--- config.mk ---
export PLATFORM = sky130hd
export DESIGN_NAME = nib_serial_master
export DESIGN_NICKNAME = d
export VERILOG_FILES = /design/src/rtl/nsm_pkg.sv /design/src/rtl/nsm_tick.sv /design/src/rtl/nsm_ctrl.sv /design/src/rtl/nsm_shifter.sv /design/src/rtl/nib_serial_master.sv
export SDC_FILE = /design/constraint.sdc
export NUM_CORES = 1
export LEC_CHECK = 0
export BUFFER_PORTS_ARGS = -buffer_cell sky130_fd_sc_hd__buf_4
export CORE_MARGIN = 3
export CORE_UTILIZATION = 45
export CTS_BUF_LIST = sky130_fd_sc_hd__clkbuf_8
export DETAILED_ROUTE_END_ITERATION = 7
export GPL_TIMING_DRIVEN = 0
export PLACE_DENSITY = 0.63
export SLEW_MARGIN = 20
export SYNTH_ARGS = -nofsm -noshare
export SYNTH_HDL_FRONTEND = slang
export SYNTH_HIERARCHICAL = 1
export SYNTH_SLANG_ARGS = --single-unit
--- constraint.sdc ---
create_clock -name clk -period 2.69 [get_ports clk]
set_clock_uncertainty 0.2 [all_clocks]
set_input_delay 0.269 -clock clk [delete_from_list [all_inputs] [get_ports clk]]
set_output_delay 0.269 -clock clk [all_outputs]
set_load 0.005 [all_outputs]
--- src/rtl/nsm_pkg.sv ---
package nsm_pkg;
   localparam int NIB        = 4;
   localparam int FRAME_BITS = 4 * NIB;
   localparam int IDX_W      = $clog2(FRAME_BITS);

   localparam logic [NIB-1:0] CTL_RD_ADDR = 4'b1110;
   localparam logic [NIB-1:0] CTL_WR_ADDR = 4'b1010;
   localparam logic [NIB-1:0] CTL_WR_DATA = 4'b1001;

   typedef enum logic {OP_WRITE = 1'b0, OP_READ = 1'b1} op_e;

   // Whole outgoing frame, first bit at the MSB; read slots after the address are padding
   function automatic logic [FRAME_BITS-1:0] build_frame(input logic rd,
                                                         input logic [NIB-1:0] addr,
                                                         input logic [NIB-1:0] wd);
      if (rd)
         return {CTL_RD_ADDR, addr, {(2*NIB){1'b0}}};
      return {CTL_WR_ADDR, addr, CTL_WR_DATA, wd};
   endfunction
endpackage

--- src/rtl/nsm_tick.sv ---
module nsm_tick #(
   parameter int DIV_W = 8
) (
   input  logic             clk,
   input  logic             rst_n,
   input  logic             run,
   input  logic [DIV_W-1:0] half,
   output logic             phase_end
);
   logic [DIV_W-1:0] cnt;

   always_ff @(posedge clk or negedge rst_n) begin
      if (!rst_n)
         cnt <= '0;
      else if (!run || cnt == half)
         cnt <= '0;
      else
         cnt <= cnt + 1'b1;
   end

   assign phase_end = run && (cnt == half);
endmodule

--- src/rtl/nsm_ctrl.sv ---
module nsm_ctrl
   import nsm_pkg::*;
(
   input  logic             clk,
   input  logic             rst_n,
   input  logic             accept,
   input  logic             req_read,
   input  logic             phase_end,
   output logic             busy,
   output logic             sclk,
   output logic             is_read,
   output logic [IDX_W-1:0] bit_idx,
   output logic             sample,
   output logic             advance,
   output logic             done,
   output logic             oe
);
   localparam logic [IDX_W-1:0] LAST    = IDX_W'(FRAME_BITS - 1);
   localparam logic [IDX_W-1:0] TURN_AT = IDX_W'(2 * NIB);

   logic last_fall;

   assign sample    = busy && phase_end && !sclk;
   assign last_fall = busy && phase_end && sclk && (bit_idx == LAST);
   assign advance   = busy && phase_end && sclk && (bit_idx != LAST);
   assign oe        = !(busy && is_read && (bit_idx >= TURN_AT));

   always_ff @(posedge clk or negedge rst_n) begin
      if (!rst_n) begin
         busy    <= 1'b0;
         sclk    <= 1'b0;
         is_read <= 1'b0;
         bit_idx <= '0;
         done    <= 1'b0;
      end else begin
         done <= last_fall;
         if (accept) begin
            busy    <= 1'b1;
            sclk    <= 1'b0;
            is_read <= (op_e'(req_read) == OP_READ);
            bit_idx <= '0;
         end else if (sample) begin
            sclk <= 1'b1;
         end else if (last_fall) begin
            busy <= 1'b0;
            sclk <= 1'b0;
         end else if (advance) begin
            sclk    <= 1'b0;
            bit_idx <= bit_idx + 1'b1;
         end
      end
   end
endmodule

--- src/rtl/nsm_shifter.sv ---
module nsm_shifter
   import nsm_pkg::*;
#(
   parameter bit HOLD_RDATA = 1'b0
) (
   input  logic             clk,
   input  logic             rst_n,
   input  logic             accept,
   input  logic             req_read,
   input  logic [NIB-1:0]   req_addr,
   input  logic [NIB-1:0]   req_wdata,
   input  logic             advance,
   input  logic             sample,
   input  logic             is_read,
   input  logic [IDX_W-1:0] bit_idx,
   input  logic             done,
   input  logic             sdi,
   output logic             sdo,
   output logic [NIB-1:0]   rdata
);
   localparam logic [IDX_W-1:0] CAP_AT = IDX_W'(3 * NIB);

   logic [FRAME_BITS-1:0] frame;
   logic [NIB-1:0]        cap;

   always_ff @(posedge clk or negedge rst_n) begin
      if (!rst_n) begin
         frame <= '0;
         cap   <= '0;
      end else begin
         if (accept)
            frame <= build_frame(req_read, req_addr, req_wdata);
         else if (advance)
            frame <= {frame[FRAME_BITS-2:0], 1'b0};

         if (accept)
            cap <= '0;
         else if (sample && is_read && bit_idx >= CAP_AT)
            cap <= {cap[NIB-2:0], sdi};
      end
   end

   assign sdo = frame[FRAME_BITS-1];

   generate
      if (HOLD_RDATA) begin : g_hold
         assign rdata = cap;
      end else begin : g_gate
         assign rdata = (done && is_read) ? cap : '0;
      end
   endgenerate
endmodule

--- src/rtl/nib_serial_master.sv ---
module nib_serial_master
   import nsm_pkg::*;
#(
   parameter int DIV_W      = 8,
   parameter bit HOLD_RDATA = 1'b0
) (
   input  logic             clk,
   input  logic             rst_n,
   input  logic             req_start,
   input  logic             req_read,
   input  logic [3:0]       req_addr,
   input  logic [3:0]       req_wdata,
   input  logic [DIV_W-1:0] cfg_half,
   output logic             busy,
   output logic             done,
   output logic [3:0]       rdata,
   output logic             sclk,
   output logic             sdo,
   output logic             sdo_oe,
   input  logic             sdi
);
   generate
      if (DIV_W < 1 || DIV_W > 16) begin : g_bad_div
         $error("nib_serial_master: DIV_W must be within 1..16");
      end
   endgenerate

   logic             accept;
   logic             phase_end;
   logic             is_read;
   logic [IDX_W-1:0] bit_idx;
   logic             sample;
   logic             advance;
   logic [DIV_W-1:0] half_q;

   assign accept = req_start && !busy;

   always_ff @(posedge clk or negedge rst_n) begin
      if (!rst_n)
         half_q <= '0;
      else if (accept)
         half_q <= cfg_half;
   end

   nsm_tick #(.DIV_W(DIV_W)) u_tick (
      .clk       (clk),
      .rst_n     (rst_n),
      .run       (busy),
      .half      (half_q),
      .phase_end (phase_end)
   );

   nsm_ctrl u_ctrl (
      .clk       (clk),
      .rst_n     (rst_n),
      .accept    (accept),
      .req_read  (req_read),
      .phase_end (phase_end),
      .busy      (busy),
      .sclk      (sclk),
      .is_read   (is_read),
      .bit_idx   (bit_idx),
      .sample    (sample),
      .advance   (advance),
      .done      (done),
      .oe        (sdo_oe)
   );

   nsm_shifter #(.HOLD_RDATA(HOLD_RDATA)) u_shift (
      .clk       (clk),
      .rst_n     (rst_n),
      .accept    (accept),
      .req_read  (req_read),
      .req_addr  (req_addr),
      .req_wdata (req_wdata),
      .advance   (advance),
      .sample    (sample),
      .is_read   (is_read),
      .bit_idx   (bit_idx),
      .done      (done),
      .sdi       (sdi),
      .sdo       (sdo),
      .rdata     (rdata)
   );
endmodule

**Word-level counts from Yosys, hierarchy flattened**

Cells that the tools add are included.

- Bits in registers: 44
- Input port bits: 21
- Memory bits (read-only): 0
- Memories: 0
- Latch bits: 0
- Bits in writable memories: 0

- Multiply operators: 0
- Shift operators: 0
- Order comparisons: 2
- Bitwise gates (word level): 0
- Divide/modulo/power cells: 0
- Equal/unequal tests: 5
- Multiplexer cells: 21
- Reductions and logical operators: 22
- Add/subtract/negate cells: 2

Operators by type and width:

| kind | number |
|---|---|
| 2-to-1 mux 16 bit | 4 |
| 2-to-1 mux 4 bit | 7 |
| logical AND 1 bit | 12 |
| 2-to-1 mux 1 bit | 9 |
| adder 8 x 1 -> 8 bit (second input constant) | 1 |
| == test 8 bit | 1 |
| >= comparator 4 bit (second input constant) | 2 |
| 2-to-1 mux 8 bit | 1 |
| nonzero test 2 bit | 3 |
| adder 4 x 1 -> 4 bit (second input constant) | 1 |
| == test 4 bit (second input constant) | 1 |
| != test 2 bit (second input constant) | 2 |
| != test 4 bit (second input constant) | 1 |
| nonzero test 4 bit | 1 |
| zero test 1 bit | 3 |
| AND reduction 3 bit | 1 |
| AND reduction 2 bit | 1 |
| logical OR 1 bit | 1 |

**Longest topological paths before layout**

- Depth after elaboration: 9
- Mapped depth: 10

**By module**

The synthesis kept the hierarchy.

By module, submodules not included:

| module | times used | seq. area each (µm²) | area each (µm²) | cells each |
|---|---|---|---|---|
| nsm_shifter | 1 | 500.5 | 930.9 | 77 |
| nsm_tick | 1 | 200.2 | 500.5 | 46 |
| nsm_ctrl | 1 | 200.2 | 405.4 | 40 |
| nib_serial_master | 1 | 200.2 | 354.1 | 18 |

**Worst setup path after synthesis**

OpenSTA, ideal clock, no wires.

- Kind: register to register
- Start: register half_q[7]
- End: register u_shift.frame[0]
- Arrival: 2200 ps
- Path buffers: 2
- Path slack: 168 ps
- Data required time: 2368 ps
- Cell stages (with the launch flop): 10
- Clock period less this slack: 2522 ps
- Library setup time: 122 ps
- Cells stage by stage: dfrtp_1 xor2_2 nor4_2 and3_1 nand3_2 nor2_1 buf_6 buf_12 inv_1 a32o_1

- Longest elaborated chain between the ends: 6

Ends and longest elaborated chain:

| what | line | source |
|---|---|---|
| start, declared | nib_serial_master.sv:34 | `logic [DIV_W-1:0] half_q;` |
| start signal, assigned | nib_serial_master.sv:42 | `half_q <= cfg_half;` |
| == test 8 bit | nsm_tick.sv:21 | `assign phase_end = run && (cnt == half);` |
| logical AND 1 bit | nsm_tick.sv:21 |  |
| via phase_end | nib_serial_master.sv:29 | `logic phase_end;` |
| logical AND 1 bit (3 in series) | nsm_ctrl.sv:25 | `assign advance = busy && phase_end && sclk && (bit_idx != LAST);` |
| via advance | nib_serial_master.sv:33 | `logic advance;` |
| nonzero test 2 bit (no line) | n/a |  |
| end signal, assigned | nsm_shifter.sv:32 | `frame <= build_frame(req_read, req_addr, req_wdata);` |
| end signal, assigned | nsm_shifter.sv:34 | `frame <= {frame[FRAME_BITS-2:0], 1'b0};` |
| end, declared | nsm_shifter.sv:23 | `logic [FRAME_BITS-1:0] frame;` |

The timed path passes the listed nets, and every way through them passes these cells.
A chain may end at the register's enable or synchronous reset.

**Worst setup path after layout**

- Start: register u_tick.cnt[5]
- End: register u_shift.frame[3]

- Longest elaborated chain between the ends: 6

Ends and longest elaborated chain:

| what | line | source |
|---|---|---|
| start, declared | nsm_tick.sv:10 | `logic [DIV_W-1:0] cnt;` |
| start signal, assigned | nsm_tick.sv:18 | `cnt <= cnt + 1'b1;` |
| == test 8 bit | nsm_tick.sv:21 |  |
| logical AND 1 bit | nsm_tick.sv:21 |  |
| via phase_end | nib_serial_master.sv:29 |  |
| logical AND 1 bit (3 in series) | nsm_ctrl.sv:25 |  |
| via advance | nib_serial_master.sv:33 |  |
| nonzero test 2 bit (no line) | n/a |  |

The timed path passes the listed nets, and every way through them passes these cells.

==> metrics.md <==
| Metric | Value |
|---|---|
| DRT Pass-1 Iters | 4 |
| CP Capture Type | flop |
| Crit path arrival time | approximately 2.5 ns |
| EDFF count, synth | 0 |
| Post-route cell area | 2750 µm² |
| Sequential area share after synthesis | 50.3% |
| Chip Height | 75.8 µm |
| # DRC | 0 |
| Initial DRC Count | 76 |
| FMAX | just under 0.4 GHz |
| Io pins | 30 |
| Antenna Nets Post-Route | 0 |
| GP Congestion | ~0.8 |
| Ant diodes | 0 |
| Max-slew violation count | 0 |
| Setup TNS | 0 ns |
| Clock sinks | 44 |
| FF+latch count, synth | between 40 and 50 |
| CP required | between 2 and 3 ns |
| Area occupied by multi-input gates | around 1000 µm² |
| Post-place setup slack | -0.214 ns |
| Clk Latency, worst-skew pair | 0.29 ns |
| Unique cell type count in the Yosys netlist | 36 |
| Worst min-delay path class | in -> reg |
| Hold slack | about 0.01 ns |
| Top-count cell post-synth | dfrtp_1 |
| P&R area growth vs syn | 25.5% |
| Horiz. Die Dim | around 76 µm |
| Max IR drop VDD | 0.000377 V |
| Async set-reset flop share out of synthesis | between 90% and 100% |
| Max clock buf depth | 2 |
| Final core utilization | 60.6% |
| Post-synth top cells | dfrtp_1, mux2i_1, nand2_1, o21ai_0, xor2_1 |
| Min Tclk post-route | 2.52 ns |
| Post-route setup slack | about 0.17 ns |
| CTS Root Cell | clkbuf_8 |
| Startpoint Class | flop |
| Routed len/inst | ~15 µm |
| DP HPWL | ~3.0 mm |
| PortBufs | 29 |
| Slew @ Worst Pin | about 0.55 ns |
| First-pass GRT wire length | roughly 7.3 mm |
| Initial Utilization | around half |
| Dominant cells by area after synthesis | dfrtp_1, mux2i_1, mux2_4 |
| Synth Net Count | a little over 200 |
| Cells after Synth | roughly 180 |
| TritonCTS clock tree | built |
| Nets@finish | around 260 |
| Main synth FF type | dfrtp_1 |
| Row cnt | 24 |
| Crit-path max FO | 10 |
| Total wire length | ~4.4 mm |
| Post-synth top area share | roughly half |
| Final worst-path cycle share | roughly 94% |
| Final hold viol count | 0 |
| Clk slew on worst S/H paths | approximately 0.080 ns |
| Largest area contributor in the netlist | dfrtp_1 |
| Area occupied by registers | ~1100 µm² |
| Final setup viols | 0 |
| Largest net degree at the start of global routing | 45 |
| Maxcap violations | 0 |
| Die area | about 5700 µm² |
| Total number of vias | 1544 |
| Mean Syn Cell Area | roughly 12 µm² |
| Vias per std cell | between 5 and 6 |
| Vias in the first global route | ~1600 |
| Synthesized area | about 2200 µm² |
| Remaining Overflow, GRT | 0 |
| Layout cell share with drive strength beyond 1 | approximately a quarter |
| Pleak | around 0.0012 µW |
| PwrDens | roughly 900 nW/µm² |
| Initial antenna violation count | 0 |
| H-tree levels | 2 |
| Setup Crit Path Kind | reg -> reg |
| Count of yosys warnings during synthesis | 6 |
| Rel. slew slack | between 60 and 70% |
| Placed cell area | 2490 µm² |
| Core Footprint | ~4500 µm² |
| Status | finished, final reports clean |
| Overall routing resource usage | around 17% |
| Fill cells | roughly 390 |
| Num CTS Buffers | 5 |
critical path, cell delays in order (launching register included):
cell and delay, ns:
dfrtp_1 0.43, xor2_1 0.19, nor4_4 0.38, and3_1 0.28, nand3_2 0.13, nor2_1 0.17, buf_6 0.17, buf_12 0.14
mux2i_1 0.20, o2bb2ai_1 0.09
flip-flops by register name (all words and copies together) (netlist names):
signal and cells:
u_shift/cap 4, u_ctrl/done 1, u_ctrl/is_read 1, u_ctrl/bit_idx 4, u_tick/cnt 8, u_ctrl/sclk 1, half_q 8, u_ctrl/busy 1
u_shift/frame 16
final timing paths:
kind,start,endpoint,slack (ns),cells after the start
worst max register to register,u_tick/cnt[5],u_shift/frame[3],0.17,9
worst max-delay path,u_tick/cnt[5],u_shift/frame[3],0.17,9
worst min register to register,u_shift/frame[15],u_shift/frame[15],0.30,2
max in group asynchronous,rst_n,u_ctrl/bit_idx[2],1.61,2
worst min-delay path,cfg_half[1],half_q[1],0.01,2
min in group asynchronous,rst_n,u_shift/frame[2],0.31,2
placed cells by master (no fill, tap or decap), types with 2 or more instances in the layout:
cell,count
a221oi_1,3
buf_4,32
inv_1,8
dfrtp_1,44
and4_1,2
o2bb2ai_1,3
nand3_1,8
dlygate4sd3_1,15
nor4_4,2
buf_2,2
nand2_1,9
a211oi_1,6
buf_6,2
nand2b_1,5
mux2i_1,21
and3_2,2
a21oi_1,3
or3_1,3
xor2_2,2
and3_1,6
ha_1,3
clkbuf_8,5
o21ai_0,9
mux2_4,8
buf_12,2
nor2_1,7
xor2_1,9
cell type report:
cell class | count | area share, %
repair buffers | 47 | 14.2
flip-flops and latches | 44 | 40.1
plain buffers | 7 | 2.82
multi-input cells | 122 | 36.4
inverters | 8 | 1.09
clock buffers | 5 | 2.50
well taps | 65 | 2.96
logic make-up (layout without fill, tap and decap cells):
group | Yosys count | after routing | share of synthesized area (%)
AO/OA/AOI/OAI | 28 | 28 | 8.85
XOR/XNOR | 12 | 12 | 5.48
adder cells (fa/ha/maj) | 3 | 3 | 1.71
buffers and inverters | 15 | 67 | 4.91
flip-flops | 44 | 44 | 50.3
multiplexers | 30 | 30 | 15.6
AND/OR/NAND/NOR | 49 | 49 | 13.2
power by group:
group | internal (µW) | total, µW | leakage (µW) | switching [µW]
combinational | 487 | 913 | 0.000642 | 425
clock | 167 | 365 | 0.0000359 | 198
sequential | 932 | 1180 | 0.000530 | 253
total | 1590 | 2460 | 0.00121 | 876
per-layer routing:
layer | wire length (µm) | vias to the layer above | track usage (%)
met2 | 2150 | 34 | 28.0
met4 | 82 | 0 | 6.99
met3 | 154 | 10 | 3.96
li1 | - | 750 | -
met5 | 0 | - | 0
met1 | 2010 | 750 | 21.3
stage by stage:
| stage | instances | power [µW] |
|---|---|---|
| global route | 298 | 2650 |
| CTS | 295 | 2460 |
| floorplan | 181 | 1750 |
| detailed placement | 275 | 2000 |
| finish | 298 | 2460 |
| global placement | 275 | 1940 |
repair_timing:
action                                  4_1_cts  5_1_grt
resized for setup                             2        0
hold buffers                                 14        1
endpoints found under the setup margin       20       16
pin swaps                                     2        1
endpoints found under the hold margin        58        1
setup buffers                                 1        2
(Power assumes the default switching activity.)
